$ cat config.mk
export PLATFORM = sky130hd
export DESIGN_NAME = wdt_ctrl
export DESIGN_NICKNAME = d
export VERILOG_FILES = /design/src/rtl/wdt_pkg.sv /design/src/rtl/wdt_mode_reg.sv /design/src/rtl/wdt_tick_gate.sv /design/src/rtl/wdt_counter.sv /design/src/rtl/wdt_ctrl.sv
export SDC_FILE = /design/constraint.sdc
export NUM_CORES = 1
export LEC_CHECK = 0
export CAP_MARGIN = 25
export CELL_PAD_IN_SITES_DETAIL_PLACEMENT = 2
export CELL_PAD_IN_SITES_GLOBAL_PLACEMENT = 2
export CORE_ASPECT_RATIO = 0.75
export CORE_UTILIZATION = 32
export DETAILED_ROUTE_END_ITERATION = 6
export PLACE_DENSITY_LB_ADDON = 0.1
export SLEW_MARGIN = 20
export SYNTH_ARGS = -nofsm -noshare
export SYNTH_HDL_FRONTEND = slang
export SYNTH_SLANG_ARGS = --single-unit
export TNS_END_PERCENT = 1
$ cat constraint.sdc
create_clock -name clk_i -period 2 [get_ports clk_i]
set_input_delay 0.4 -clock clk_i [delete_from_list [all_inputs] [get_ports clk_i]]
set_output_delay 0.4 -clock clk_i [all_outputs]
set_load 0.01 [all_outputs]
$ cat src/rtl/wdt_pkg.sv
package wdt_pkg;
  typedef struct packed {
    logic       src_xtal;
    logic       stop_run;
    logic       halt_run;
    logic [1:0] tap;
  } wdt_mode_t;

  localparam wdt_mode_t MODE_RST = '{src_xtal: 1'b0, stop_run: 1'b1, halt_run: 1'b1, tap: 2'b01};

  // last tap jumps by 4x over the third
  function automatic int unsigned tap_limit(input logic [1:0] code, input int unsigned base);
    case (code)
      2'b00:   return base;
      2'b01:   return base * 2;
      2'b10:   return base * 4;
      default: return base * 16;
    endcase
  endfunction
endpackage

$ cat src/rtl/wdt_mode_reg.sv
module wdt_mode_reg
  import wdt_pkg::*;
(
  input  logic       clk_i,
  input  logic       rst_ni,
  input  logic       we_i,
  input  logic [7:0] wdata_i,
  output wdt_mode_t  mode_o,
  output logic       restart_o
);
  wdt_mode_t mode_q;
  wdt_mode_t mode_d;

  assign mode_d    = wdt_mode_t'(wdata_i[4:0]);
  assign restart_o = we_i && ((mode_d.tap != mode_q.tap) || (mode_d.src_xtal != mode_q.src_xtal));
  assign mode_o    = mode_q;

  always_ff @(posedge clk_i or negedge rst_ni) begin
    if (!rst_ni)   mode_q <= MODE_RST;
    else if (we_i) mode_q <= mode_d;
  end

  assert_reserved_ignored_R8: assert property (@(posedge clk_i) disable iff (!rst_ni)
    we_i |=> mode_q == wdt_mode_t'($past(wdata_i[4:0])));
endmodule

$ cat src/rtl/wdt_tick_gate.sv
module wdt_tick_gate
  import wdt_pkg::*;
(
  input  wdt_mode_t mode_i,
  input  logic      rc_tick_i,
  input  logic      xtal_tick_i,
  input  logic      halt_i,
  input  logic      stop_i,
  output logic      tick_o
);
  logic src_tick;
  logic paused;

  assign src_tick = mode_i.src_xtal ? xtal_tick_i : rc_tick_i;
  assign paused   = (halt_i && !mode_i.halt_run) || (stop_i && !mode_i.stop_run);
  assign tick_o   = src_tick && !paused;
endmodule

$ cat src/rtl/wdt_counter.sv
module wdt_counter #(
  parameter int unsigned BASE_TICKS = 128,
  localparam int unsigned CNT_W     = $clog2(BASE_TICKS * 16)
) (
  input  logic             clk_i,
  input  logic             rst_ni,
  input  logic             tick_i,
  input  logic             clr_i,
  input  logic [1:0]       tap_i,
  output logic [CNT_W-1:0] cnt_o,
  output logic             fire_o
);
  logic [CNT_W-1:0] cnt_q;
  logic [CNT_W-1:0] last;
  logic             fire_q;

  assign last   = CNT_W'(wdt_pkg::tap_limit(tap_i, BASE_TICKS) - 1);
  assign cnt_o  = cnt_q;
  assign fire_o = fire_q;

  always_ff @(posedge clk_i or negedge rst_ni) begin
    if (!rst_ni) begin
      cnt_q  <= '0;
      fire_q <= 1'b0;
    end else begin
      fire_q <= 1'b0;
      if (clr_i) begin
        cnt_q <= '0;
      end else if (tick_i) begin
        if (cnt_q >= last) begin
          cnt_q  <= '0;
          fire_q <= 1'b1;
        end else begin
          cnt_q <= cnt_q + 1'b1;
        end
      end
    end
  end

  assert_single_pulse_R2: assert property (@(posedge clk_i) disable iff (!rst_ni)
    fire_q |=> !fire_q);
  assert_fire_restarts_R2: assert property (@(posedge clk_i) disable iff (!rst_ni)
    fire_q |-> cnt_q == '0);
  assert_kick_clears_R6: assert property (@(posedge clk_i) disable iff (!rst_ni)
    clr_i |=> (cnt_q == '0) && !fire_q);
  assert_idle_holds_R4: assert property (@(posedge clk_i) disable iff (!rst_ni)
    (!tick_i && !clr_i) |=> $stable(cnt_q) && !fire_q);
endmodule

$ cat src/rtl/wdt_ctrl.sv
module wdt_ctrl #(
  parameter int unsigned BASE_TICKS = 128
) (
  input  logic       clk_i,
  input  logic       rst_ni,
  input  logic       cfg_we_i,
  input  logic [7:0] cfg_wdata_i,
  input  logic       kick_i,
  input  logic       rc_tick_i,
  input  logic       xtal_tick_i,
  input  logic       halt_i,
  input  logic       stop_i,
  output logic       wdt_rst_o
);
  import wdt_pkg::*;
  localparam int unsigned CNT_W = $clog2(BASE_TICKS * 16);

  wdt_mode_t        mode;
  logic             restart;
  logic             tick;
  logic [CNT_W-1:0] cnt;

  wdt_mode_reg u_mode (
    .clk_i    (clk_i),
    .rst_ni   (rst_ni),
    .we_i     (cfg_we_i),
    .wdata_i  (cfg_wdata_i),
    .mode_o   (mode),
    .restart_o(restart)
  );

  wdt_tick_gate u_gate (
    .mode_i     (mode),
    .rc_tick_i  (rc_tick_i),
    .xtal_tick_i(xtal_tick_i),
    .halt_i     (halt_i),
    .stop_i     (stop_i),
    .tick_o     (tick)
  );

  wdt_counter #(.BASE_TICKS(BASE_TICKS)) u_cnt (
    .clk_i (clk_i),
    .rst_ni(rst_ni),
    .tick_i(tick),
    .clr_i (kick_i || restart),
    .tap_i (mode.tap),
    .cnt_o (cnt),
    .fire_o(wdt_rst_o)
  );

  assert_halt_freeze_R4: assert property (@(posedge clk_i) disable iff (!rst_ni)
    (halt_i && !mode.halt_run && !kick_i && !cfg_we_i) |=> $stable(cnt) && !wdt_rst_o);
  assert_stop_freeze_R5: assert property (@(posedge clk_i) disable iff (!rst_ni)
    (stop_i && !mode.stop_run && !kick_i && !cfg_we_i) |=> $stable(cnt) && !wdt_rst_o);
  assert_restart_clears_R7: assert property (@(posedge clk_i) disable iff (!rst_ni)
    (cfg_we_i && cfg_wdata_i[1:0] != mode.tap) |=> cnt == '0);
  assert_kick_no_fire_R6: assert property (@(posedge clk_i) disable iff (!rst_ni)
    kick_i |=> !wdt_rst_o);
endmodule

==> results of run 1 <==
final cells by class:
cell class / instances / area, sq um
flip-flops and latches: 17 / 429.2
clock buffers: 4 / 45.04
inverters: 5 / 18.77
fillers: 333 / 1695
multi-input cells: 94 / 646.9
well taps: 38 / 47.55
repair buffers: 21 / 201.4
cell usage in the layout, fill, tap and decap left out, types with 4 or more instances in the layout:
cell type,n
ha_1,4
a31oi_1,8
mux2_2,4
nor3_2,6
a21oi_1,4
inv_1,4
nand3_1,15
clkdlybuf4s50_1,13
nand2_1,26
dfrtp_1,14
buf_4,5
worst max-delay path, delay by kind of cell (launching register included):
kind	cells	cell delay, ns
flip-flops	1	0.57
AO/OA/AOI/OAI	2	0.40
AND/OR/NAND/NOR	3	0.37
adder cells (fa/ha/maj)	1	0.31
buffers and inverters	1	0.16
cells by family after synthesis:
family / share of synthesized area (%)
XOR/XNOR: 2.403
AND/OR/NAND/NOR: 28.72
adder cells (fa/ha/maj): 5.721
AO/OA/AOI/OAI: 12.82
flip-flops: 39.25
multiplexers: 5.491
buffers and inverters: 5.605
synthesized netlist by cell type:
cell type   n  area (sq um)
a21o_2      1         8.760
a21oi_1     6         30.03
a31oi_1     8         50.05
and3_1      3         18.77
and4_1      1         8.760
buf_2       1         5.000
buf_4       3         22.52
buf_6       1         11.26
clkbuf_1    1         3.750
clkinv_1    1         3.750
dfrtp_1    14         350.3
dfstp_2     3         78.83
ha_1        5         62.56
inv_1       4         15.01
mux2_2      4         45.04
mux2_4      1         15.01
nand2_1    27         101.4
nand3_1    15         75.07
nand4_1     2         12.51
nor2_1      2         7.510
nor2b_1     1         6.260
nor3_1      2         10.01
nor3_2      6         60.06
nor3b_1     1         7.510
nor4_1      1         6.260
o211ai_1    1         7.510
o21ai_0     1         5.000
o21ai_1     1         5.000
o221ai_4    1         26.28
o31ai_1     1         7.510
xnor2_1     3         26.28
path summary, 6_finish.rpt:
| kind | startpoint | to | slack, ns | cells past startpoint |
|---|---|---|---|---|
| hold / removal | rst_ni | u_cnt.cnt_o[9] | 0.48 | 2 |
| min in group clk_i | u_mode.mode_o[4] | u_mode.mode_o[4] | 0.59 | 1 |
| hold reg to reg | u_mode.mode_o[4] | u_mode.mode_o[4] | 0.59 | 1 |
| setup reg to reg | u_mode.mode_o[0] | u_cnt.cnt_o[8] | 0.12 | 7 |
| setup / recovery | u_mode.mode_o[0] | u_cnt.cnt_o[8] | 0.12 | 7 |
| max in group asynchronous | rst_ni | u_mode.mode_o[3] | 1.26 | 2 |
sequential cells by signal (all words and copies together), names as in the netlist:
signal / count
u_cnt.cnt_o: 11
u_cnt.fire_o: 1
u_mode.mode_o: 5
power groups by stage:
stage	Combinational, uW	Sequential, uW	Clock, uW
floorplan	73.3	377	0
global placement	119	380	0
detailed placement	125	381	0
CTS	125	375	278
global route	141	377	287
finish	126	375	261
metal layers:
layer	GRT usage (%)	vias to the layer above	wire length, microns
met3	4.808	2	81
met1	22.76	477	1510
met2	31.72	9	1445
met4	6.122	0	14
li1	-	474	-
met5	0	-	0
what timing repair did:
action,4_1_cts,5_1_grt
hold buffers,0,0
setup endpoints to repair,0,12
gates resized for setup,0,14
per-stage QoR:
stage	setup WS, ns	power [uW]
finish	0.1183	762.7
floorplan	0.2962	450.8
detailed placement	0.008117	505.7
global placement	0.07969	498.8
CTS	0.005121	777.8
global route	0.004616	805.7
==> flow_metrics.env, run 1 <==
export IMPL_cts_tree="yes"
export IMPL_clk_path_buf_depth=2
export IMPL_grt_pass1_vias=1057
export IMPL_finalSetupViolations=0
export IMPL_grt_max_degree=21
export IMPL_dp_hpwl_microns=2195
export IMPL_numPlacedInstances=173
export IMPL_drtPass1Iterations=4
export IMPL_stdcell_area_sq_um=1389
export IMPL_postSynthAreaPerCell_sq_um=8.964
export IMPL_cts_sinks=17
export IMPL_status="finished clean"
export IMPL_fp_dieArea_sq_um=3657
export IMPL_p_per_area_nw_per_um2=549.1
export IMPL_ir_drop_mv=0.4002
export IMPL_drt_total_wl_microns=3050
export IMPL_cp_data_arrival_time_ns=2.06
export IMPL_synth_cell_types=31
export IMPL_power_frac_seq_pct=49.2
export IMPL_synth_area_sq_um=1094
export IMPL_hold_viol_final=0
export IMPL_power_leakage_uw=0.0005296
export IMPL_crit_chain="nand2_2 -> ha_1 -> and3_1 -> a21oi_4 -> buf_6 -> nand3_1 -> a31oi_1"
export IMPL_clock_skew_final_ns=0.001289
export IMPL_worst_pin_slew_ns=0.5217
export IMPL_gp_congestion=0.7064
export IMPL_cts_setup_buffers=0
export IMPL_dpl_cell_area_sq_um=1274
export IMPL_max_freq_mhz=531.4
export IMPL_hold_ws_ns=0.4773
export IMPL_cts_buffers=3
export IMPL_ant_nets=0
export IMPL_swShare_pct=25.83
export IMPL_p_switching_uw=197.0
export IMPL_period_minus_slack_ns=1.882
export IMPL_syn_to_final_growth_pct=27.00
export IMPL_ys_ff_latch=17
export IMPL_drv_slew=0
export IMPL_post_drt_wl_per_cell_microns=17.04
export IMPL_antenna_found_initial=0
export IMPL_grt_pass1_wl_microns=5023
export IMPL_clk_pin_slew_ns=0.07
export IMPL_setup_tns_ns=0
export IMPL_vias=962
export IMPL_syn_inst=122
export IMPL_grt_overflow=0
export IMPL_internal_power_uw=565.7
export IMPL_max_cap_violations=0
export IMPL_syn_nets=143
export IMPL_htree_levels=1
export IMPL_io_pins=17
export IMPL_grt_usage_pct=18.44
export IMPL_critPathSlowestCell="dfstp_2"
export IMPL_clk_latency_ns=0.25
export IMPL_initial_core_util_pct=35.46
export IMPL_critPathMaxFanout=5
export IMPL_die_w_microns=69.50
export IMPL_post_route_period_util_pct=94.09
export IMPL_rsz0062_at_grt="no"
export IMPL_detail_route_vias_per_cell=5.374
export IMPL_ys_warn_count=0
export IMPL_crit_path_start_kind="flop"
export IMPL_nets=163
export IMPL_comb_power_share_pct=16.6
export IMPL_max_stage_delay_ns=0.57
export IMPL_crit_type="reg -> reg"
export IMPL_drc_errors=0
export IMPL_drive_above_1_share_pct=22.70
export IMPL_cts_root_buf="clkbuf_8"
export IMPL_critPathRequiredTime_ns=2.18
export IMPL_finish_utilization_pct=45.03
export IMPL_final_cells=179
export IMPL_core_region_area_sq_um=3084
export IMPL_placement_io_buffers=13
export IMPL_std_cell_rows=17
export IMPL_slew_headroom_pct=65.22
export IMPL_die_y_microns=52.63
export IMPL_p_clk_share_pct=34.2
export IMPL_ys_seq_area_share_pct=39.24
export IMPL_drt_iter0_drc=20
export IMPL_n_antenna_cell=0
export IMPL_endpoint_kind="flop"
export IMPL_worstHoldPathType="in -> async"
No activity file was read; power rests on OpenSTA's default activity.
==> run 2: changes to the inputs <==
--- a/config.mk
+++ b/config.mk
@@ -11,6 +11,8 @@
 export CORE_ASPECT_RATIO = 0.75
 export CORE_UTILIZATION = 32
 export DETAILED_ROUTE_END_ITERATION = 6
+export GPL_ROUTABILITY_DRIVEN = 1
+export MAX_ROUTING_LAYER = met4
 export PLACE_DENSITY_LB_ADDON = 0.1
 export SLEW_MARGIN = 20
 export SYNTH_ARGS = -nofsm -noshare
==> flow_metrics.env, run 2 (synthesis gave the netlist of run 1 again) <==
export IMPL_status="finished clean"
export IMPL_crit_family="flip-flops"
export IMPL_drtPass1Iterations=4
export IMPL_critPathRequiredTime_ns=2.18
export IMPL_largest_reg_flops=11
export IMPL_rr_worst_depth=7
export IMPL_regToRegSetupSlack_ns=0.12
export IMPL_htree_levels=1
export IMPL_fp_dieArea_sq_um=3657
export IMPL_hold_buffers=0
export IMPL_cp_data_arrival_time_ns=2.06
export IMPL_crit_chain="nand2_2 -> ha_1 -> and3_1 -> a21oi_4 -> buf_6 -> nand3_1 -> a31oi_1"
export IMPL_n_antenna_cell=0
export IMPL_setup_tns_ns=0
export IMPL_endpoint_kind="flop"
export IMPL_slew_headroom_pct=65.22
export IMPL_cts_root_buf="clkbuf_8"
export IMPL_drc_errors=0
export IMPL_die_w_microns=69.50
export IMPL_drv_slew=0
export IMPL_final_cells=179
export IMPL_preCtsSetupSlack_ns=0.008117
export IMPL_mostFrequentLayoutCell="nand2_1"
export IMPL_nets=163
export IMPL_grt_usage_pct=18.95
export IMPL_numPlacedInstances=173
export IMPL_clk_path_buf_depth=2
export IMPL_power_leakage_uw=0.0005296
export IMPL_drive_above_1_share_pct=22.70
export IMPL_dp_hpwl_microns=2195
export IMPL_vias=962
export IMPL_r2r_end="u_cnt.cnt_o[8]"
export IMPL_antenna_found_initial=0
export IMPL_cts_tree="yes"
export IMPL_gp_congestion=0.7142
export IMPL_worstHoldPathType="in -> async"
export IMPL_grt_overflow=0
export IMPL_core_region_area_sq_um=3084
export IMPL_critPathSlowestCell="dfstp_2"
export IMPL_die_y_microns=52.63
export IMPL_max_stage_delay_ns=0.57
export IMPL_clock_skew_final_ns=0.001288
export IMPL_period_minus_slack_ns=1.882
export IMPL_crit_path_start_kind="flop"
export IMPL_p_per_area_nw_per_um2=549.1
export IMPL_io_pins=17
export IMPL_crit_type="reg -> reg"
export IMPL_r2r_start="u_mode.mode_o[0]"
export IMPL_max_freq_mhz=531.4
export IMPL_final_cell_mix="26 x nand2_1, 15 x nand3_1, 14 x dfrtp_1, 13 x clkdlybuf4s50_1, 8 x a31oi_1"
export IMPL_fin_ws_ns=0.1182
export IMPL_cts_buffers=3
export IMPL_worst_pin_slew_ns=0.5217
export IMPL_drt_total_wl_microns=3050
export IMPL_max_cap_violations=0
export IMPL_nFillCells=333
export IMPL_path_buf_inv=1
export IMPL_grt_pass1_vias=1056
export IMPL_std_cell_rows=17
export IMPL_rsz0062_at_grt="no"
export IMPL_ir_drop_mv=0.4002
export IMPL_grt_pass1_wl_microns=5030
export IMPL_post_route_period_util_pct=94.09
export IMPL_syn_to_final_growth_pct=27.00
export IMPL_hold_ws_ns=0.4773
export IMPL_post_drt_wl_per_cell_microns=17.04
export IMPL_clk_pin_slew_ns=0.07
export IMPL_cts_sinks=17
export IMPL_clk_latency_ns=0.25
export IMPL_drt_iter0_drc=20
export IMPL_grt_max_degree=21
export IMPL_initial_core_util_pct=35.46
export IMPL_ant_nets=0
export IMPL_placement_io_buffers=13
export IMPL_critPathMaxFanout=5
export IMPL_hold_viol_final=0
export IMPL_finalSetupViolations=0
export IMPL_detail_route_vias_per_cell=5.374
run 2: per-stage QoR:
step	util [%]	instance area [sq um]	power (uW)
floorplan	-	1094	450.8
global placement	41.30	1274	498.8
detailed placement	41.30	1274	505.7
CTS	42.76	1319	777.8
global route	45.03	1389	805.7
finish	45.03	1389	762.7
run 2: cell type report:
| cell class | count | area, sq um | area share [%] |
|---|---|---|---|
| Clock buffer | 4 | 45.04 | 3.243 |
| Inverter | 5 | 18.77 | 1.351 |
| Multi-Input combinational cell | 94 | 646.9 | 46.58 |
| Sequential cell | 17 | 429.2 | 30.90 |
| Tap cell | 38 | 47.55 | 3.423 |
| Timing Repair Buffer | 21 | 201.4 | 14.50 |
run 2: what timing repair did:
action                                 in CTS  in global routing
endpoints found under the hold margin       0                  0
setup buffers                               0                  0
gates resized for setup                     0                 14
setup endpoints to repair                   0                 12
run 2: how the worst max path moves through the flow:
stage / startpoint / end / slack (ns) / depth (start not counted)
6_report: u_mode.mode_o[0] / u_cnt.cnt_o[8] / 0.12 / 7
5_1_grt: u_mode.mode_o[0] / u_cnt.cnt_o[10] / 0.005 / 8
4_1_cts: u_mode.mode_o[0] / u_cnt.cnt_o[8] / 0.005 / 8
3_5_place_dp: xtal_tick_i / u_cnt.cnt_o[5] / 0.008 / 7
3_3_place_gp: u_mode.mode_o[0] / u_cnt.cnt_o[10] / 0.08 / 8
2_1_floorplan: u_mode.mode_o[0] / u_cnt.cnt_o[10] / 0.30 / 8
run 2: worst register-to-register path, cell delays in order (launching register included):
cell     delay [ns]
dfstp_2        0.57
nand2_2        0.09
ha_1           0.31
and3_1         0.19
a21oi_4        0.22
buf_6          0.16
nand3_1        0.09
a31oi_1        0.18
run 2: report_power, final:
group          internal [uW]  switching, uW  leakage (uW)
registers                360           14.9      0.000223
logic                   63.8           62.6      0.000284
clock network            141            119     0.0000228
total                    566            197      0.000530
run 2: metal layers:
layer  vias up  routed length (microns)  GRT usage (%)
met5         -                        0              -
met4         0                       18          6.122
met3         2                       71          4.615
met2         9                     1443          31.72
met1       477                     1517          22.88
li1        474                        -              -
